**config.mk**
```make
export PLATFORM = sky130hd
export DESIGN_NAME = uart_irq_gen
export DESIGN_NICKNAME = d
export VERILOG_FILES = /design/src/rtl/uirq_pkg.sv /design/src/rtl/uirq_level_trk.sv /design/src/rtl/uirq_rx_idle.sv /design/src/rtl/uirq_msr_watch.sv /design/src/rtl/uart_irq_gen.sv
export SDC_FILE = /design/constraint.sdc
export NUM_CORES = 1
export LEC_CHECK = 0
export BUFFER_PORTS_ARGS = -buffer_cell sky130_fd_sc_hd__buf_4
export CORE_ASPECT_RATIO = 2
export CORE_MARGIN = 2
export CORE_UTILIZATION = 30
export CTS_CLUSTER_DIAMETER = 200
export DETAILED_ROUTE_END_ITERATION = 10
export HOLD_SLACK_MARGIN = 0.1
export PLACE_DENSITY = 0.58
export SYNTH_ARGS = -nofsm -noshare
export SYNTH_HDL_FRONTEND = slang
export SYNTH_SLANG_ARGS = --single-unit
```
**constraint.sdc**
```tcl
create_clock -name clk -period 2.95 [get_ports clk]
set_clock_uncertainty 0.1 [all_clocks]
set_input_delay 0.1475 -clock clk [delete_from_list [all_inputs] [get_ports clk]]
set_output_delay 0.1475 -clock clk [all_outputs]
set_load 0.01 [all_outputs]
```
**src/rtl/uirq_pkg.sv**
```systemverilog
package uirq_pkg;

   localparam int ADDR_W = 3;
   localparam int SRC_N  = 4;

   // source bit positions, shared by mask, raw and pending views
   localparam int SRC_TX = 0;
   localparam int SRC_RX = 1;
   localparam int SRC_MS = 2;
   localparam int SRC_RT = 3;

   typedef enum logic [ADDR_W-1:0] {
      RA_CTRL  = 3'd0,
      RA_MASK  = 3'd1,
      RA_RAW   = 3'd2,
      RA_PEND  = 3'd3,
      RA_MODEM = 3'd4
   } reg_addr_e;

   localparam int CTRL_EN_BIT   = 0;
   localparam int CTRL_DEEP_BIT = 1;

endpackage

```
**src/rtl/uirq_level_trk.sv**
```systemverilog
// Occupancy counter for one queue; capacity switches between DEPTH and 1.
module uirq_level_trk #(
   parameter int DEPTH = 16,
   parameter int LVL_W = $clog2(DEPTH + 1)
) (
   input  logic             clk,
   input  logic             rst_n,
   input  logic             flush,
   input  logic             deep,
   input  logic             push,
   input  logic             pop,
   output logic [LVL_W-1:0] level
);

   localparam logic [LVL_W-1:0] CAP_DEEP = LVL_W'(DEPTH);
   localparam logic [LVL_W-1:0] CAP_ONE  = LVL_W'(1);

   logic [LVL_W-1:0] cap;
   logic             do_push;
   logic             do_pop;

   assign cap     = deep ? CAP_DEEP : CAP_ONE;
   assign do_push = push && (level < cap);
   assign do_pop  = pop && (level != '0);

   always_ff @(posedge clk) begin
      if (!rst_n) begin
         level <= '0;
      end else if (flush) begin
         level <= '0;
      end else if (do_push && !do_pop) begin
         level <= level + LVL_W'(1);
      end else if (do_pop && !do_push) begin
         level <= level - LVL_W'(1);
      end
   end

endmodule

```
**src/rtl/uirq_rx_idle.sv**
```systemverilog
// Counts bit periods of receive inactivity; sticky flag until drained.
module uirq_rx_idle #(
   parameter int LIMIT = 32,
   parameter int CNT_W = $clog2(LIMIT + 1)
) (
   input  logic clk,
   input  logic rst_n,
   input  logic tick,
   input  logic restart,
   input  logic empty,
   output logic flag
);

   localparam logic [CNT_W-1:0] LIM_L  = CNT_W'(LIMIT);
   localparam logic [CNT_W-1:0] LIM_M1 = CNT_W'(LIMIT - 1);

   logic [CNT_W-1:0] cnt;

   always_ff @(posedge clk) begin
      if (!rst_n) begin
         cnt  <= '0;
         flag <= 1'b0;
      end else if (empty) begin
         cnt  <= '0;
         flag <= 1'b0;
      end else if (restart) begin
         cnt  <= '0;
      end else if (tick && (cnt != LIM_L)) begin
         cnt <= cnt + CNT_W'(1);
         if (cnt == LIM_M1) begin
            flag <= 1'b1;
         end
      end
   end

endmodule

```
**src/rtl/uirq_msr_watch.sv**
```systemverilog
// Synchronizes flow-control lines and latches any level change.
module uirq_msr_watch #(
   parameter int W      = 4,
   parameter int STAGES = 2
) (
   input  logic         clk,
   input  logic         rst_n,
   input  logic [W-1:0] lines_in,
   input  logic         clr,
   output logic [W-1:0] lines_sync,
   output logic         flag
);

   logic [W-1:0] prev;

   generate
      if (STAGES == 0) begin : g_direct
         assign lines_sync = lines_in;
      end else begin : g_sync
         logic [W-1:0] chain [STAGES];
         always_ff @(posedge clk) begin
            if (!rst_n) begin
               for (int s = 0; s < STAGES; s++) begin
                  chain[s] <= '0;
               end
            end else begin
               chain[0] <= lines_in;
               for (int s = 1; s < STAGES; s++) begin
                  chain[s] <= chain[s-1];
               end
            end
         end
         assign lines_sync = chain[STAGES-1];
      end
   endgenerate

   always_ff @(posedge clk) begin
      if (!rst_n) begin
         prev <= '0;
         flag <= 1'b0;
      end else begin
         prev <= lines_sync;
         if (lines_sync != prev) begin
            flag <= 1'b1;
         end else if (clr) begin
            flag <= 1'b0;
         end
      end
   end

endmodule

```
**src/rtl/uart_irq_gen.sv**
```systemverilog
module uart_irq_gen
   import uirq_pkg::*;
#(
   parameter int DEPTH        = 16,
   parameter int TIMEOUT_BITS = 32,
   parameter int MODEM_W      = 4,
   parameter int SYNC_STAGES  = 2,
   parameter int DATA_W       = 8
) (
   input  logic               clk,
   input  logic               rst_n,
   input  logic               tx_push,
   input  logic               tx_pop,
   input  logic               rx_push,
   input  logic               rx_pop,
   input  logic               bit_tick,
   input  logic [MODEM_W-1:0] modem_in,
   input  logic               reg_wr,
   input  logic [2:0]         reg_addr,
   input  logic [DATA_W-1:0]  reg_wdata,
   output logic [DATA_W-1:0]  reg_rdata,
   output logic               tx_run,
   output logic               rx_run,
   output logic               irq_tx,
   output logic               irq_rx,
   output logic               irq_any
);

   localparam int LVL_W = $clog2(DEPTH + 1);
   localparam int CNT_W = $clog2(TIMEOUT_BITS + 1);
   localparam logic [LVL_W-1:0] HALF_L = LVL_W'(DEPTH / 2);

   // elaboration-time parameter checks
   generate
      if (DEPTH < 2 || (DEPTH % 2) != 0) begin : g_bad_depth
         $error("DEPTH must be even and at least 2");
      end
      if (TIMEOUT_BITS < 2) begin : g_bad_timeout
         $error("TIMEOUT_BITS must be at least 2");
      end
      if (DATA_W < SRC_N + 1) begin : g_bad_data_w
         $error("DATA_W too narrow for the pending register");
      end
      if (MODEM_W < 1 || MODEM_W > DATA_W) begin : g_bad_modem_w
         $error("MODEM_W must lie between 1 and DATA_W");
      end
      if (SYNC_STAGES < 0) begin : g_bad_sync
         $error("SYNC_STAGES must not be negative");
      end
   endgenerate

   logic               uart_en;
   logic               fifo_en;
   logic [SRC_N-1:0]   mask;
   logic [LVL_W-1:0]   tx_level;
   logic [LVL_W-1:0]   rx_level;
   logic               rt_flag;
   logic               ms_flag;
   logic               ms_clr;
   logic               mode_flush;
   logic [MODEM_W-1:0] modem_sync;
   logic [SRC_N-1:0]   raw;
   logic [SRC_N-1:0]   pend;
   logic               wr_ctrl;
   logic               wr_mask;
   logic               unused_wdata_hi;

   assign wr_ctrl    = reg_wr && (reg_addr == RA_CTRL);
   assign wr_mask    = reg_wr && (reg_addr == RA_MASK);
   assign ms_clr     = reg_wr && (reg_addr == RA_MODEM);
   assign mode_flush = wr_ctrl && (reg_wdata[CTRL_DEEP_BIT] != fifo_en);
   assign unused_wdata_hi = ^reg_wdata[DATA_W-1:SRC_N];

   // control and mask registers
   always_ff @(posedge clk) begin
      if (!rst_n) begin
         uart_en <= 1'b0;
         fifo_en <= 1'b0;
         mask    <= '0;
      end else begin
         if (wr_ctrl) begin
            uart_en <= reg_wdata[CTRL_EN_BIT];
            fifo_en <= reg_wdata[CTRL_DEEP_BIT];
         end
         if (wr_mask) begin
            mask <= reg_wdata[SRC_N-1:0];
         end
      end
   end

   // queue occupancy; the line-side strobes stall while disabled
   uirq_level_trk #(.DEPTH(DEPTH), .LVL_W(LVL_W)) tx_trk_i (
      .clk   (clk),
      .rst_n (rst_n),
      .flush (mode_flush),
      .deep  (fifo_en),
      .push  (tx_push),
      .pop   (tx_pop && uart_en),
      .level (tx_level)
   );

   uirq_level_trk #(.DEPTH(DEPTH), .LVL_W(LVL_W)) rx_trk_i (
      .clk   (clk),
      .rst_n (rst_n),
      .flush (mode_flush),
      .deep  (fifo_en),
      .push  (rx_push && uart_en),
      .pop   (rx_pop),
      .level (rx_level)
   );

   uirq_rx_idle #(.LIMIT(TIMEOUT_BITS), .CNT_W(CNT_W)) idle_i (
      .clk     (clk),
      .rst_n   (rst_n),
      .tick    (bit_tick),
      .restart ((rx_push && uart_en) || rx_pop),
      .empty   (rx_level == '0),
      .flag    (rt_flag)
   );

   uirq_msr_watch #(.W(MODEM_W), .STAGES(SYNC_STAGES)) msr_i (
      .clk        (clk),
      .rst_n      (rst_n),
      .lines_in   (modem_in),
      .clr        (ms_clr),
      .lines_sync (modem_sync),
      .flag       (ms_flag)
   );

   // source conditions depend on the queue mode
   always_comb begin
      if (fifo_en) begin
         raw[SRC_TX] = uart_en && (tx_level < HALF_L);
         raw[SRC_RX] = (rx_level >= HALF_L);
      end else begin
         raw[SRC_TX] = (tx_level == '0);
         raw[SRC_RX] = (rx_level != '0);
      end
      raw[SRC_MS] = ms_flag;
      raw[SRC_RT] = rt_flag;
   end

   generate
      for (genvar i = 0; i < SRC_N; i++) begin : g_gate
         assign pend[i] = raw[i] & mask[i];
      end
   endgenerate

   assign irq_tx  = pend[SRC_TX];
   assign irq_rx  = pend[SRC_RX];
   assign irq_any = |pend;
   assign rx_run  = uart_en;
   assign tx_run  = uart_en && (tx_level != '0);

   always_comb begin
      reg_rdata = '0;
      case (reg_addr)
         RA_CTRL: begin
            reg_rdata[CTRL_EN_BIT]   = uart_en;
            reg_rdata[CTRL_DEEP_BIT] = fifo_en;
         end
         RA_MASK:  reg_rdata[SRC_N-1:0] = mask;
         RA_RAW:   reg_rdata[SRC_N-1:0] = raw;
         RA_PEND:  reg_rdata[SRC_N:0]   = {irq_any, pend};
         RA_MODEM: reg_rdata[MODEM_W-1:0] = modem_sync;
         default:  reg_rdata = '0;
      endcase
   end

endmodule

```
* After elaboration in Yosys (flattened, before gate mapping) *
Memory sizes are Yosys's and may differ from the RTL's.
Cells that the tools add are included.
Widths: inputs -> output; s select.

cells by class
  add/sub/neg operators = 5
  magnitude comparators = 4
  equality and inequality tests = 8
  muxes and demuxes = 15
  bitwise gates (word level) = 8
  reductions and logical operators = 35

operators with widths
  kind                 count
  $mux 5               5
  $logic_and 1x1->1    17
  $add 5x1->5 const B  2
  $logic_not 5->1      2
  $lt 5x5->1           2
  $pmux 2 s5           1
  $reduce_bool 5->1    2
  $sub 5x1->5 const B  2
  $mux 4               2
  $pmux 2 s4           1
  $add 6x1->6 const B  1
  $eq 3x2->1 const B   2
  $eq 6x5->1 const B   1
  $ne 6x6->1 const B   1
  $reduce_bool 2->1    3
  $ge 5x4->1 const B   1
  $lt 5x4->1 const B   1
  $mux 1               5
  $and 1x1->1          4
  $logic_not 1->1      4
  $ne 4x4->1           1
  $reduce_or 2->1      2
  $reduce_or 4->1      1
  $eq 3x1->1 const B   1
  other kinds (9)      11

storage, ports and cells
  bits in registers = 28
  memory bits (writable) = 8
  input bits = 23
  output and inout bits = 13
  word-level logic and storage cells = 85
  memories kept = 1

memories
  memory              depth  bits a word  read ports  clocked after memory_dff  write ports  line                  source
  msr_i.g_sync.chain  2      4            2           0                         2            uirq_msr_watch.sv:20  logic [W-1:0] chain [STAGES];

* Logic depth before layout (Yosys ltp) *
  depth in word-level cells = 7
  depth in mapped cells = 12
  depth with buffers taken out = 11

* Hierarchy *
A second synthesis with hierarchy kept.

second synthesis, totals
  cells, all modules = 236
  area, all modules = 2148.3 um2

modules (own cells, without submodules)
  module          times used  cells an instance  area each (um2)  sequential area each (um2)
  uirq_level_trk  2           44                 395.4            100.1
  uart_irq_gen    1           72                 579.3            120.1
  uirq_msr_watch  1           37                 424.2            260.2
  uirq_rx_idle    1           39                 354.1            140.1

* Worst setup path after synthesis *
No wires, ideal clock.

  path type = register -> register
  start = register fifo_en
  end = register tx_trk_i.level[3]
  setup time = 0.070 ns
  arrival time = 2.450 ns
  required time = 2.780 ns
  setup slack = 0.330 ns
  cell stages (with the launch flop) = 13
  buffers on the path = 1
  period minus slack after synthesis = 2.620 ns
  path through = dfxtp_1 > clkbuf_1 > inv_1 > ha_1 > o31a_1 > nor3b_1 > ha_1 > inv_1 > ha_1 > a21o_1 > a2111oi_0 > a31oi_1 > a21oi_1

between the ends
  longest elaborated chain between the ends = 6
  elaborated cells between the ends (all ways) = 11
  classes of those cells = order compare (1); eq/ne (1); mux (2); reduce/logical (7)

RTL lines
  item                         line                  source
  start: declaration           uart_irq_gen.sv:53    logic fifo_en;
  start signal: assignment     uart_irq_gen.sv:83    fifo_en <= reg_wdata[CTRL_DEEP_BIT];
  $mux 5                       uirq_level_trk.sv:22  assign cap = deep ? CAP_DEEP : CAP_ONE;
  $lt 5x5->1                   uirq_level_trk.sv:23  assign do_push = push && (level < cap);
  $logic_and 1x1->1            uirq_level_trk.sv:23
  $logic_not 1->1              uirq_level_trk.sv:33  end else if (do_pop && !do_push) begin
  $logic_and 1x1->1            uirq_level_trk.sv:33
  $reduce_bool 2->1 (no line)  --
  end signal: assignment       uirq_level_trk.sv:32  level <= level + LVL_W'(1);
  end signal: assignment       uirq_level_trk.sv:34  level <= level - LVL_W'(1);
  end: declaration             uirq_level_trk.sv:12  output logic [LVL_W-1:0] level

Several ways; a longest one is shown, not always the timed one.
A chain may end at the register's enable or synchronous reset.

* Final worst setup path *
  start = register tx_trk_i.level[0]
  end = register tx_trk_i.level[3]

between the ends
  longest elaborated chain between the ends = 5
  elaborated cells between the ends (all ways) = 13
  classes of those cells = add/sub (2); order compare (1); mux (2); reduce/logical (8)

RTL lines
  item                                                          line
  $lt 5x5->1 / $reduce_bool 5->1 (equally long branches)        uirq_level_trk.sv:23, uirq_level_trk.sv:24
  $logic_and 1x1->1 (on tied branches)                          uirq_level_trk.sv:23, uirq_level_trk.sv:24
  $logic_not 1->1 (on tied branches)                            uirq_level_trk.sv:33, uirq_level_trk.sv:31
  $logic_and 1x1->1 (on tied branches)                          uirq_level_trk.sv:33, uirq_level_trk.sv:31
  $reduce_bool 2->1 (no line) / $mux 5 (equally long branches)  --

Several ways; a longest one is shown, not always the timed one. The select of a mux whose other input is x is not followed.

==> impl_results.md <==
- Status: finished, final reports clean
- Maximum number of pins on one net before global-route repair: 24
- Total Negative Setup Slacks: 0 ns
- Proportion of netlist area held by the largest area contributor: 0.366
- CTS clock-pin slew for the worst setup and hold paths: around 0.06 ns
- CP required: approximately 3.1 ns
- Number of flip-flops and latches in the synthesized netlist: 36
- Root buf cell: sky130_fd_sc_hd__clkbuf_16
- Cell type with the highest occurrence count on the critical path: sky130_fd_sc_hd__ha_1
- Die W: roughly 61 um
- Fraction of registers with async set/reset: 0
- Met1 Resource Use GR: 0.143
- Prevailing post-synth register cell: sky130_fd_sc_hd__dfxtp_1
- Worst hold path type: in2reg
- Core region area: around 6300 um2
- Boundary Pins: 36
- Instance count after placement with tap cells included: 330
- Total power divided by cell area: 802 nW/um2
- Final WL: 4.36 mm
- Area added between synthesis and finish: 28.2%
- Number of buffers inserted during clock tree synthesis: 5
- Diodes inserted: 0
- Met2 usage in global routing: 0.243
- Final count of negative-setup-slack endpoints: 0
- Remaining global-route overflow: 0
- Busiest metal layer after global routing: met2
- Number of distinct library cells after synthesis: 47
- Iter 0 DRT Violations: 23
- Fill cell total of the finished layout: about 650
- Clock latency on the worst-skew pair: 0.28 ns
- Cells after Synth: 225
- Clock tree from TritonCTS: built
- Startpoint type of the worst setup path: flop
- Number of optimization iterations in the first detailed-route pass: 4
- Parity-gate share of the synthesized area counting xor and xnor cells: 0.0579
- Highest Clock Rate: 368 MHz
- Die height: approximately 120 um
- Setup repair after global routing missed its margin: no
- Average wire length per cell after detail routing: roughly 13 um
- Peak per-stage delay on the critical path: between 0.4 and 0.5 ns
- Share of synthesized area spent on multiplexers: 0.0458
- Synth Area per Inst: 8.75 um2
- Overall die area: between 7000 and 8000 um2
- Count of flip-flops with a built-in enable after synthesis: 0
- Starting density of the core: 0.312
- Highest-delay cell along the critical path: sky130_fd_sc_hd__or3_1
- First-pass GRT wire length: 7.63 mm
- Initial antenna violation count: 0
- Number of global-route vias before repair: between 1,500 and 2,000
- Net total in the final layout: roughly 300
- Fraction of the mapped netlist area in adder cells: 0.0966
- Residual DRC: 0
- Via density: just under 5
- Layout cells sized above 1: 0.169
- Placed wire-length estimate: ~3.3 mm
- Largest cells by area after synthesis: sky130_fd_sc_hd__dfxtp_1, sky130_fd_sc_hd__ha_1, sky130_fd_sc_hd__mux2i_1
- Standard-cell row count: roughly 40
- Dominant combinational cell family by area after synthesis: simple AND/OR/NAND/NOR gates
- Final ANT Viol Nets: 0
- Compound-gate portion of the synthesized area: 0.164
- Arrival time of data at the critical path endpoint: ~2.8 ns
- Clk sink count: 36
- Max-slew violation count: 0
- Clock buffer depth: 2
- Number of maximum-capacitance violations: 0
- Critical path class: reg2reg
- Post-Synth Simple-Gate Area: 0.207
- List of cells traversed by the critical path: or3_1 > o31a_1 > nor3b_2 > ha_1 > inv_1 > ha_1 > a21o_1 > a2111oi_2 > a31oi_1 > a21oi_1
- Worst VDD drop: 0.417 mV
- Buffer count from post-CTS setup fixing: 0
- Post-route non-filler standard cell count: between 300 and 400
- Met3 routing resource usage after global routing: 0.0241
- Total power after layout: 0.00202 W
- Kind of cell adding the most delay to the critical path: compound AO/OA/AOI/OAI gates
- Post-synthesis sequential area ratio: 0.366
- Final min period: 2.72 ns
- Count of H-tree levels built during CTS: 2
- Largest fanout of any net on the critical path: 5
- Leak: about 1.1 nW
- Period Utilization, post-route: 0.921
- Routability congestion estimate: about 0.79
- Total via count after detailed routing: between 1,500 and 2,000
- IO buf count: 28
- Post-synthesis instance area: 1970 um2
- Warning count from the yosys run: 0
- CP bufs+invs: 1
- Count of final hold-check violations: 0
- Capturing element type of the critical path: flop
- Final core utilization: 0.400
- Overall track demand over capacity in global routing: 0.138
- Post-synth top area cell: sky130_fd_sc_hd__dfxtp_1
## synthesized netlist by cell type (all sizes together) (3+ instances only)
cell / count
a211oi: 3
a21oi: 12
a22oi: 3
a31oi: 7
and2: 12
buf: 6
clkbuf: 6
dfxtp: 36
ha: 12
inv: 14
mux2i: 9
nand2: 14
nand3: 8
nand4: 3
nor2: 24
nor2b: 4
o21ai: 5
xnor2: 8
xor2: 5
## routing by layer
| layer | vias up | wire length (um) |
|---|---|---|
| li1 | 851 | - |
| met1 | 776 | 1620 |
| met2 | 40 | 2410 |
| met3 | 13 | 154 |
| met4 | 0 | 178 |
| met5 | - | 0 |
## flip-flops by register name, indices dropped and copies added, names as in the netlist
register	count
msr_i.g_sync.chain	8
idle_i.cnt	6
rx_trk_i.level	5
tx_trk_i.level	5
mask	4
msr_i.prev	4
fifo_en	1
idle_i.flag	1
msr_i.flag	1
rx_run	1
## cells in the final DEF, fill, tap and decap left out, types with 3 or more instances in the layout
cell type / count
sky130_fd_sc_hd__inv_1: 14
sky130_fd_sc_hd__a21oi_1: 11
sky130_fd_sc_hd__o21ai_0: 3
sky130_fd_sc_hd__clkbuf_16: 5
sky130_fd_sc_hd__dfxtp_1: 36
sky130_fd_sc_hd__nand4_1: 3
sky130_fd_sc_hd__xnor2_1: 8
sky130_fd_sc_hd__dlygate4sd3_1: 9
sky130_fd_sc_hd__and2_1: 12
sky130_fd_sc_hd__nor2b_1: 4
sky130_fd_sc_hd__nor2_1: 24
sky130_fd_sc_hd__buf_4: 29
sky130_fd_sc_hd__nand3_1: 8
sky130_fd_sc_hd__a211oi_1: 3
sky130_fd_sc_hd__a31oi_1: 7
sky130_fd_sc_hd__a22oi_1: 3
sky130_fd_sc_hd__mux2i_1: 9
sky130_fd_sc_hd__xor2_1: 5
sky130_fd_sc_hd__conb_1: 3
sky130_fd_sc_hd__nand2_1: 14
sky130_fd_sc_hd__ha_1: 12
## where the power goes
part	switching (W)	internal, W
Clock	0.000198	0.000445
Sequential	0.0000740	0.000556
Combinational	0.000409	0.000342
## final cells by class
class                           instances  area [um2]  area share
Multi-Input combinational cell        165        1150       0.456
Inverter                               14        52.6      0.0208
Tap cell                               86         108      0.0427
Timing Repair Buffer                   38         308       0.122
Clock buffer                            7         153      0.0605
Sequential cell                        36         721       0.286
Clock inverter                          1        30.0      0.0119
## path summary, 6_finish.rpt
kind	startpoint	endpoint	slack (ns)	cells after the start
setup / recovery	tx_trk_i.level[0]	tx_trk_i.level[3]	0.23	10
hold / removal	rst_n	idle_i.flag	0.13	2
setup reg to reg	tx_trk_i.level[0]	tx_trk_i.level[3]	0.23	10
hold reg to reg	msr_i.g_sync.chain[0][1]	msr_i.g_sync.chain[0][5]	0.34	1
## per-stage QoR
stage | area, um2 | hold WS (ns) | worst slack, ns
floorplan | 1980 | 0.167 | 0.330
global placement | 2230 | 0.257 | 0.215
detailed placement | 2230 | 0.261 | 0.151
CTS | 2510 | 0.122 | 0.0959
global route | 2520 | 0.137 | 0.0208
finish | 2520 | 0.126 | 0.233
## cells by family after synthesis
| logic type | count (synthesis) |
|---|---|
| compound gates | 48 |
| xor+xnor | 13 |
| simple gates | 78 |
| other cells | 1 |
| mux | 9 |
| buf+inv | 26 |
| fa+ha+maj | 14 |
| flops | 36 |
## what timing repair did
item                                   in CTS  in global routing
setup endpoints to repair                   0                  2
endpoints found under the hold margin      11                  0
gates resized for setup                     0                  4
hold buffers                                9                  0
(Power assumes the default switching activity.)
